[src/rtl/excl_pkg.sv]
package excl_pkg;
  typedef enum logic [1:0] {
    OP_LOAD  = 2'd0,
    OP_STORE = 2'd1,
    OP_CLEAR = 2'd2,
    OP_GET   = 2'd3
  } excl_op_e;

  typedef enum logic [1:0] {
    ST_IDLE = 2'd0,
    ST_READ = 2'd1,
    ST_CMP  = 2'd2
  } excl_state_e;
endpackage

[src/rtl/excl_resv.sv]
module excl_resv #(
  parameter int AW = 32,
  parameter int DW = 32
) (
  input  logic          clk,
  input  logic          rst_n,
  input  logic          rec_en,
  input  logic [AW-1:0] rec_addr,
  input  logic [DW-1:0] rec_val,
  input  logic          inval_en,
  output logic [AW-1:0] resv_addr,
  output logic [DW-1:0] resv_val
);
  localparam logic [AW-1:0] NO_RESV = '1;

  logic [AW-1:0] addr_d;
  logic          addr_en;

  always_comb begin
    addr_en = rec_en | inval_en;
    addr_d  = rec_en ? rec_addr : NO_RESV;
  end

  always_ff @(posedge clk or negedge rst_n) begin
    if (!rst_n) begin
      resv_addr <= NO_RESV;
    end else if (addr_en) begin
      resv_addr <= addr_d;
    end
  end

  always_ff @(posedge clk or negedge rst_n) begin
    if (!rst_n) begin
      resv_val <= '0;
    end else if (rec_en) begin
      resv_val <= rec_val;
    end
  end

  AST_INVAL_TAKES: assert property (@(posedge clk) disable iff (!rst_n)
    (inval_en && !rec_en) |=> (resv_addr == NO_RESV));
endmodule

[src/rtl/excl_flag.sv]
module excl_flag (
  input  logic clk,
  input  logic rst_n,
  input  logic wr_en,
  input  logic wr_val,
  output logic flag
);
  always_ff @(posedge clk or negedge rst_n) begin
    if (!rst_n) begin
      flag <= 1'b0;
    end else if (wr_en) begin
      flag <= wr_val;
    end
  end
endmodule

[src/rtl/excl_seq.sv]
module excl_seq
  import excl_pkg::*;
#(
  parameter int AW    = 32,
  parameter int DW    = 32,
  parameter int ALIGN = 2
) (
  input  logic          clk,
  input  logic          rst_n,
  input  logic          req_valid,
  input  logic [1:0]    req_op,
  input  logic [AW-1:0] req_addr,
  input  logic [DW-1:0] req_wdata,
  input  logic [AW-1:0] resv_addr,
  input  logic [DW-1:0] resv_val,
  input  logic          flag,
  input  logic [DW-1:0] mem_rdata,
  output logic          busy,
  output logic          mem_req,
  output logic          mem_we,
  output logic [AW-1:0] mem_addr,
  output logic [DW-1:0] mem_wdata,
  output logic          rsp_valid,
  output logic [DW-1:0] rsp_data,
  output logic          rsp_fault,
  output logic          rec_en,
  output logic [AW-1:0] rec_addr,
  output logic [DW-1:0] rec_val,
  output logic          inval_en,
  output logic          flag_we,
  output logic          flag_d
);
  localparam logic [DW-1:0] ZERO_W = '0;

  excl_state_e   state_q, state_d;
  logic          store_q;
  logic [AW-1:0] addr_q;
  logic [DW-1:0] wdata_q;

  excl_op_e      op;
  logic          accept, misalign, is_mem, store_hit, go_mem, cmp_eq;
  logic          rsp_valid_d, rsp_fault_d;
  logic [DW-1:0] rsp_data_d;

  always_comb begin
    op        = excl_op_e'(req_op);
    busy      = (state_q != ST_IDLE);
    accept    = req_valid && !busy;
    misalign  = |req_addr[ALIGN-1:0];
    is_mem    = (op == OP_LOAD) || (op == OP_STORE);
    store_hit = (op == OP_STORE) && !misalign && (req_addr == resv_addr);
    go_mem    = accept && !misalign && ((op == OP_LOAD) || store_hit);
    cmp_eq    = (mem_rdata == resv_val);
  end

  always_comb begin
    state_d = state_q;
    case (state_q)
      ST_IDLE: if (go_mem) state_d = ST_READ;
      ST_READ: state_d = ST_CMP;
      ST_CMP:  state_d = ST_IDLE;
      default: state_d = ST_IDLE;
    endcase
  end

  always_comb begin
    mem_req   = (state_q == ST_READ) || ((state_q == ST_CMP) && store_q && cmp_eq);
    mem_we    = (state_q == ST_CMP);
    mem_addr  = addr_q;
    mem_wdata = wdata_q;
    rec_en    = (state_q == ST_CMP) && !store_q;
    rec_addr  = addr_q;
    rec_val   = mem_rdata;
    inval_en  = (accept && (op == OP_CLEAR)) || ((state_q == ST_CMP) && store_q);
    flag_we   = ((state_q == ST_CMP) && store_q) ||
                (accept && ((op == OP_GET) ||
                            ((op == OP_STORE) && !misalign && !store_hit)));
    if (state_q == ST_CMP) flag_d = cmp_eq;
    else                   flag_d = (op == OP_GET) ? req_wdata[0] : 1'b0;
  end

  always_comb begin
    rsp_valid_d = (accept && !go_mem) || (state_q == ST_CMP);
    rsp_fault_d = accept && is_mem && misalign;
    rsp_data_d  = ZERO_W;
    if (state_q == ST_CMP) begin
      rsp_data_d = store_q ? {{(DW-1){1'b0}}, flag} : mem_rdata;
    end else if (!rsp_fault_d && ((op == OP_GET) || (op == OP_STORE))) begin
      rsp_data_d = {{(DW-1){1'b0}}, flag};
    end
  end

  always_ff @(posedge clk or negedge rst_n) begin
    if (!rst_n) begin
      state_q   <= ST_IDLE;
      rsp_valid <= 1'b0;
      rsp_fault <= 1'b0;
    end else begin
      state_q   <= state_d;
      rsp_valid <= rsp_valid_d;
      rsp_fault <= rsp_fault_d;
    end
  end

  always_ff @(posedge clk or negedge rst_n) begin
    if (!rst_n) begin
      rsp_data <= '0;
    end else if (rsp_valid_d) begin
      rsp_data <= rsp_data_d;
    end
  end

  always_ff @(posedge clk or negedge rst_n) begin
    if (!rst_n) begin
      store_q <= 1'b0;
      addr_q  <= '0;
      wdata_q <= '0;
    end else if (go_mem) begin
      store_q <= (op == OP_STORE);
      addr_q  <= req_addr;
      wdata_q <= req_wdata;
    end
  end

  AST_WRITE_ONLY_EQUAL: assert property (@(posedge clk) disable iff (!rst_n)
    (mem_req && mem_we) |-> (mem_rdata == resv_val));
  AST_ALIGNED_ACCESS: assert property (@(posedge clk) disable iff (!rst_n)
    mem_req |-> (mem_addr[ALIGN-1:0] == '0));
  AST_FAULT_NO_ACCESS: assert property (@(posedge clk) disable iff (!rst_n)
    (accept && is_mem && misalign) |=> (rsp_fault && !mem_req && !busy));
  AST_BUSY_HOLDS: assert property (@(posedge clk) disable iff (!rst_n)
    (busy && req_valid) |=> ($stable(addr_q) && $stable(wdata_q)));
  AST_INVALID_NO_HIT: assert property (@(posedge clk) disable iff (!rst_n)
    ((&resv_addr) && accept && (op == OP_STORE)) |=> !busy);
endmodule

[src/rtl/excl_monitor.sv]
module excl_monitor #(
  parameter int AW    = 32,
  parameter int DW    = 32,
  parameter int ALIGN = 2
) (
  input  logic          clk,
  input  logic          rst_n,
  input  logic          req_valid,
  input  logic [1:0]    req_op,
  input  logic [AW-1:0] req_addr,
  input  logic [DW-1:0] req_wdata,
  output logic          busy,
  output logic          rsp_valid,
  output logic [DW-1:0] rsp_data,
  output logic          rsp_fault,
  output logic          mem_req,
  output logic          mem_we,
  output logic [AW-1:0] mem_addr,
  output logic [DW-1:0] mem_wdata,
  input  logic [DW-1:0] mem_rdata
);
  logic [1:0]    rst_sync;
  logic          rst_n_s;
  logic [AW-1:0] resv_addr, rec_addr;
  logic [DW-1:0] resv_val, rec_val;
  logic          rec_en, inval_en, flag, flag_we, flag_d;

  always_ff @(posedge clk or negedge rst_n) begin
    if (!rst_n) begin
      rst_sync <= 2'b00;
    end else begin
      rst_sync <= {rst_sync[0], 1'b1};
    end
  end
  assign rst_n_s = rst_sync[1];

  excl_seq #(.AW(AW), .DW(DW), .ALIGN(ALIGN)) u_seq (
    .clk(clk), .rst_n(rst_n_s),
    .req_valid(req_valid), .req_op(req_op), .req_addr(req_addr), .req_wdata(req_wdata),
    .resv_addr(resv_addr), .resv_val(resv_val), .flag(flag), .mem_rdata(mem_rdata),
    .busy(busy), .mem_req(mem_req), .mem_we(mem_we), .mem_addr(mem_addr),
    .mem_wdata(mem_wdata), .rsp_valid(rsp_valid), .rsp_data(rsp_data),
    .rsp_fault(rsp_fault), .rec_en(rec_en), .rec_addr(rec_addr), .rec_val(rec_val),
    .inval_en(inval_en), .flag_we(flag_we), .flag_d(flag_d)
  );

  excl_resv #(.AW(AW), .DW(DW)) u_resv (
    .clk(clk), .rst_n(rst_n_s), .rec_en(rec_en), .rec_addr(rec_addr),
    .rec_val(rec_val), .inval_en(inval_en), .resv_addr(resv_addr), .resv_val(resv_val)
  );

  excl_flag u_flag (
    .clk(clk), .rst_n(rst_n_s), .wr_en(flag_we), .wr_val(flag_d), .flag(flag)
  );

  AST_FAULT_ZERO_DATA: assert property (@(posedge clk) disable iff (!rst_n_s)
    rsp_fault |-> (rsp_valid && (rsp_data == '0)));
  AST_RESULT_ONE_BIT: assert property (@(posedge clk) disable iff (!rst_n_s)
    $rose(flag) |-> $past(flag_we));
endmodule

[config.mk]
export PLATFORM = sky130hd
export DESIGN_NAME = excl_monitor
export DESIGN_NICKNAME = d
export VERILOG_FILES = /design/src/rtl/excl_pkg.sv /design/src/rtl/excl_resv.sv /design/src/rtl/excl_flag.sv /design/src/rtl/excl_seq.sv /design/src/rtl/excl_monitor.sv
export SDC_FILE = /design/constraint.sdc
export NUM_CORES = 1
export LEC_CHECK = 0
export BUFFER_PORTS_ARGS = -buffer_cell sky130_fd_sc_hd__buf_4
export CAP_MARGIN = 20
export CORE_ASPECT_RATIO = 0.75
export CORE_MARGIN = 2
export CORE_UTILIZATION = 42
export CTS_BUF_LIST = sky130_fd_sc_hd__clkbuf_16
export CTS_CLUSTER_SIZE = 25
export DETAILED_ROUTE_END_ITERATION = 7
export GPL_ROUTABILITY_DRIVEN = 1
export MAX_ROUTING_LAYER = met4
export PLACE_DENSITY = 0.67
export SLEW_MARGIN = 20
export SYNTH_ARGS = -nofsm -noshare
export SYNTH_HDL_FRONTEND = slang
export SYNTH_SLANG_ARGS = --single-unit
[constraint.sdc]
create_clock -name clk -period 5.29 [get_ports clk]
set_clock_uncertainty 0.15 [all_clocks]
set_input_delay 1.058 -clock clk [delete_from_list [all_inputs] [get_ports clk]]
set_output_delay 1.058 -clock clk [all_outputs]
set_load 0.05 [all_outputs]
==> impl_metrics.json <==
{
  "outcome": "finished, final reports clean",
  "post-route-drc-count": 0,
  "p_clk_share_pct": 38.7,
  "fin_area_um2": 10980,
  "ys_seq_area_share_pct": 48.06,
  "fin_crit_ns": 3.656,
  "r2r_slack_ns": 2.28,
  "max_freq_mhz": 273.5,
  "syn_area_um2": 8831,
  "critPathTopFamily": "simple AND/OR/NAND/NOR gates",
  "finalHoldWorstSlack_ns": 0.09493,
  "cts_setup_buffers": 0,
  "synth_warnings": 0,
  "crit_cells": 6,
  "setup_viol": 0,
  "dr.pass1.iters": 5,
  "yosys.area_share.adder_pct": 0,
  "timing.setup.tns_ns": 0,
  "cp_max_fo": 3,
  "die_area_um2": 22210,
  "crit_chain": "buf_4 > xnor2_1 > nand4_1 > nor4_1 > a41o_1 > buf_4",
  "hold_class": "reg2async",
  "power_frac_comb_pct": 16.9,
  "clock_latency_ns": 0.42,
  "drv_slew": 0,
  "grt_pass1_wl_um": 41250,
  "antenna_cells": 0,
  "crit_path_start_kind": "input port",
  "pin_count": 202,
  "post_cts_resized": 0,
  "critPathBufInv": 2,
  "r2r_end": "u_seq.mem_wdata[29]",
  "worst_slew_pin_slew_ns": 0.9807,
  "numCtsBuffers": 17,
  "dieWidth_um": 171.4,
  "cts_sinks": 168,
  "drt-total-wl_um": 26310,
  "ys_ff_latch": 168,
  "area_growth_pct": 24.30,
  "core-area_um2": 20440,
  "intPower_uw": 2319,
  "synth_xor_area_share_pct": 6.347,
  "rsz0062_at_grt": "no",
  "dpl_cell_area_um2": 10390,
  "ant_nets": 0,
  "avgSynthCellArea_um2": 9.609,
  "arrival_ns": 2.45,
  "synthSimpleGateAreaFrac_pct": 21.47,
  "hold_buffers": 0,
  "rr_startpoint": "u_resv.resv_addr[5]",
  "synthMuxAreaShare_pct": 0,
  "start_util_pct": 43.21,
  "finalCritPeriodShare_pct": 69.12,
  "yosysUniqueCellTypes": 44,
  "clockRootBuffer": "clkbuf_16",
  "seqPwrFrac_pct": 44.4,
  "reg2reg_depth": 6,
  "p_switching_uw": 987.8,
  "first_iter_violations": 818,
  "async_reset_ff_share_pct": 100.0,
  "max_stage_delay_ns": 0.40,
  "gp_congestion": 0.8276,
  "clk_path_buf_depth": 2,
  "wl_per_cell_um": 19.34,
  "placementRows": 45,
  "required_ns": 4.08,
  "final_util_pct": 53.71,
  "p_leak_uw": 0.004336,
  "synth_top_family_by_area": "simple AND/OR/NAND/NOR gates",
  "cpMostUsedCell": "buf_4",
  "max_cap_viol_count": 0,
  "tritoncts": "done",
  "synth_cells": 919,
  "crit_type": "in2out",
  "final_nets": 1166,
  "p_per_area_nw_per_um2": 301.2,
  "synthFlopType": "dfrtp_1",
  "io_buffers": 201,
  "track_usage_pct": 24.41,
  "p_sw_share_pct": 29.87,
  "clk_pin_slew_worst_paths_ns": 0.07,
  "drive_gt1_share_pct": 27.55,
  "via_per_inst": 5.755,
  "die_h_um": 129.6,
  "ir_drop_mv": 0.2056,
  "synth_compound_area_share_pct": 18.55,
  "p_total_uw": 3307,
  "mappedNetlistNets": 1020,
  "grt_pass1_vias": 7331,
  "finalHoldViolations": 0,
  "synth_edf_count": 0,
  "grt_max_degree": 78,
  "routed-via-count": 7827,
  "slowest_stage": "nor4_1",
  "critPathCaptureType": "output port",
  "dpl.hpwl_um": 16670,
  "grt_antenna_before_repair": 0,
  "grt.overflow.total": 0,
  "slew_headroom_pct": 34.62,
  "cts_max_level": 4
}
-- worst max-delay path by stage --
stage                                   end     startpoint  slack, ns
final                               mem_req  mem_rdata[27]       1.63
after global routing                mem_req  mem_rdata[27]       1.52
after CTS                           mem_req  mem_rdata[27]       1.62
after detailed placement            mem_req  mem_rdata[27]       1.63
after global placement    u_seq.rsp_data[0]   req_addr[30]       1.59
after floorplan                 u_flag.flag    rst_sync[1]       0.17
-- registers in the layout, indices dropped and copies added, names as in the netlist --
| signal | flops |
|---|---|
| u_seq.mem_wdata | 32 |
| u_seq.rsp_data | 32 |
| u_resv.resv_addr | 32 |
| u_flag.flag | 1 |
| u_seq.mem_addr | 32 |
| u_seq.rsp_valid | 1 |
| u_seq.rsp_fault | 1 |
| u_resv.resv_val | 32 |
| rst_sync | 2 |
| u_seq.state_q | 2 |
| u_seq.store_q | 1 |
-- per-stage QoR --
step / std cells / setup WS, ns
floorplan: 919 / 0.1681
global placement: 1328 / 1.585
detailed placement: 1328 / 1.626
CTS: 1360 / 1.620
global route: 1360 / 1.515
finish: 1360 / 1.634
-- cells in the mapped netlist, drive strengths merged (33+ instances only) --
cell type,count,area share (%)
nand2,162,6.9
nor3b,65,5.7
a21oi,65,3.7
buf,33,2.1
o211ai,63,5.6
nand4,72,5.1
o21ai,35,2.0
nand3,34,1.9
dfrtp,136,39
clkbuf,56,3.3
-- cells by family (layout without fill, tap and decap cells) --
logic type | count (synthesis) | after routing
AO/OA/AOI/OAI | 236 | 236
XOR/XNOR | 64 | 64
buffers and inverters | 91 | 250
flip-flops | 168 | 168
AND/OR/NAND/NOR | 359 | 359
other | 1 | 1
-- power by group through the flow --
stage	logic, uW	clock network [uW]	registers [uW]
after floorplan	240	0	1590
after global placement	552	0	1490
after detailed placement	559	0	1490
after CTS	562	1300	1470
after global routing	611	1360	1480
final	559	1280	1470
-- layer usage --
layer  wire length [um]  track usage [%]  vias to the layer above
li1                   -                -                     3676
met3               1608            4.795                       15
met2              11430            33.97                      250
met4                197            4.636                        0
met1              13070            36.81                     3886
met5                  0                -                        -
-- final cells by class --
| cell class | instances | area, um^2 |
|---|---|---|
| Clock buffer | 17 | 425.4 |
| Sequential cell | 168 | 4248 |
| Multi-Input combinational cell | 660 | 4130 |
| Tap cell | 282 | 352.8 |
| Fill cell | 1852 | 9462 |
| Timing Repair Buffer | 216 | 1647 |
| Inverter | 2 | 7.507 |
| Clock inverter | 15 | 166.4 |
-- cell usage in the layout, fill, tap and decap left out, types with 3 or more instances in the layout --
cell type	synthesis	routed
clkbuf_16	0	17
xor2_1	32	32
inv_8	0	3
o21ai_0	24	24
xnor2_1	32	32
nor2_1	4	3
inv_6	0	5
o22a_1	31	31
nand2_1	162	162
a21oi_1	65	65
nor3b_1	64	63
o21ai_1	11	10
nor4_1	11	11
a32oi_1	31	31
o211ai_2	5	5
dfrtp_1	136	135
buf_4	12	214
nand4_1	72	72
dfstp_2	32	32
o211ai_1	58	58
nand3_1	34	34
-- worst reg2reg max path: cells and delay by family, from the launching register on --
| kind | cells | cell delay, ns |
|---|---|---|
| simple gates | 3 | 1.49 |
| flops | 1 | 0.54 |
| buf+inv | 1 | 0.54 |
| compound gates | 1 | 0.12 |
| xor+xnor | 1 | 0.08 |
No activity file was read; power rests on OpenSTA's default activity.
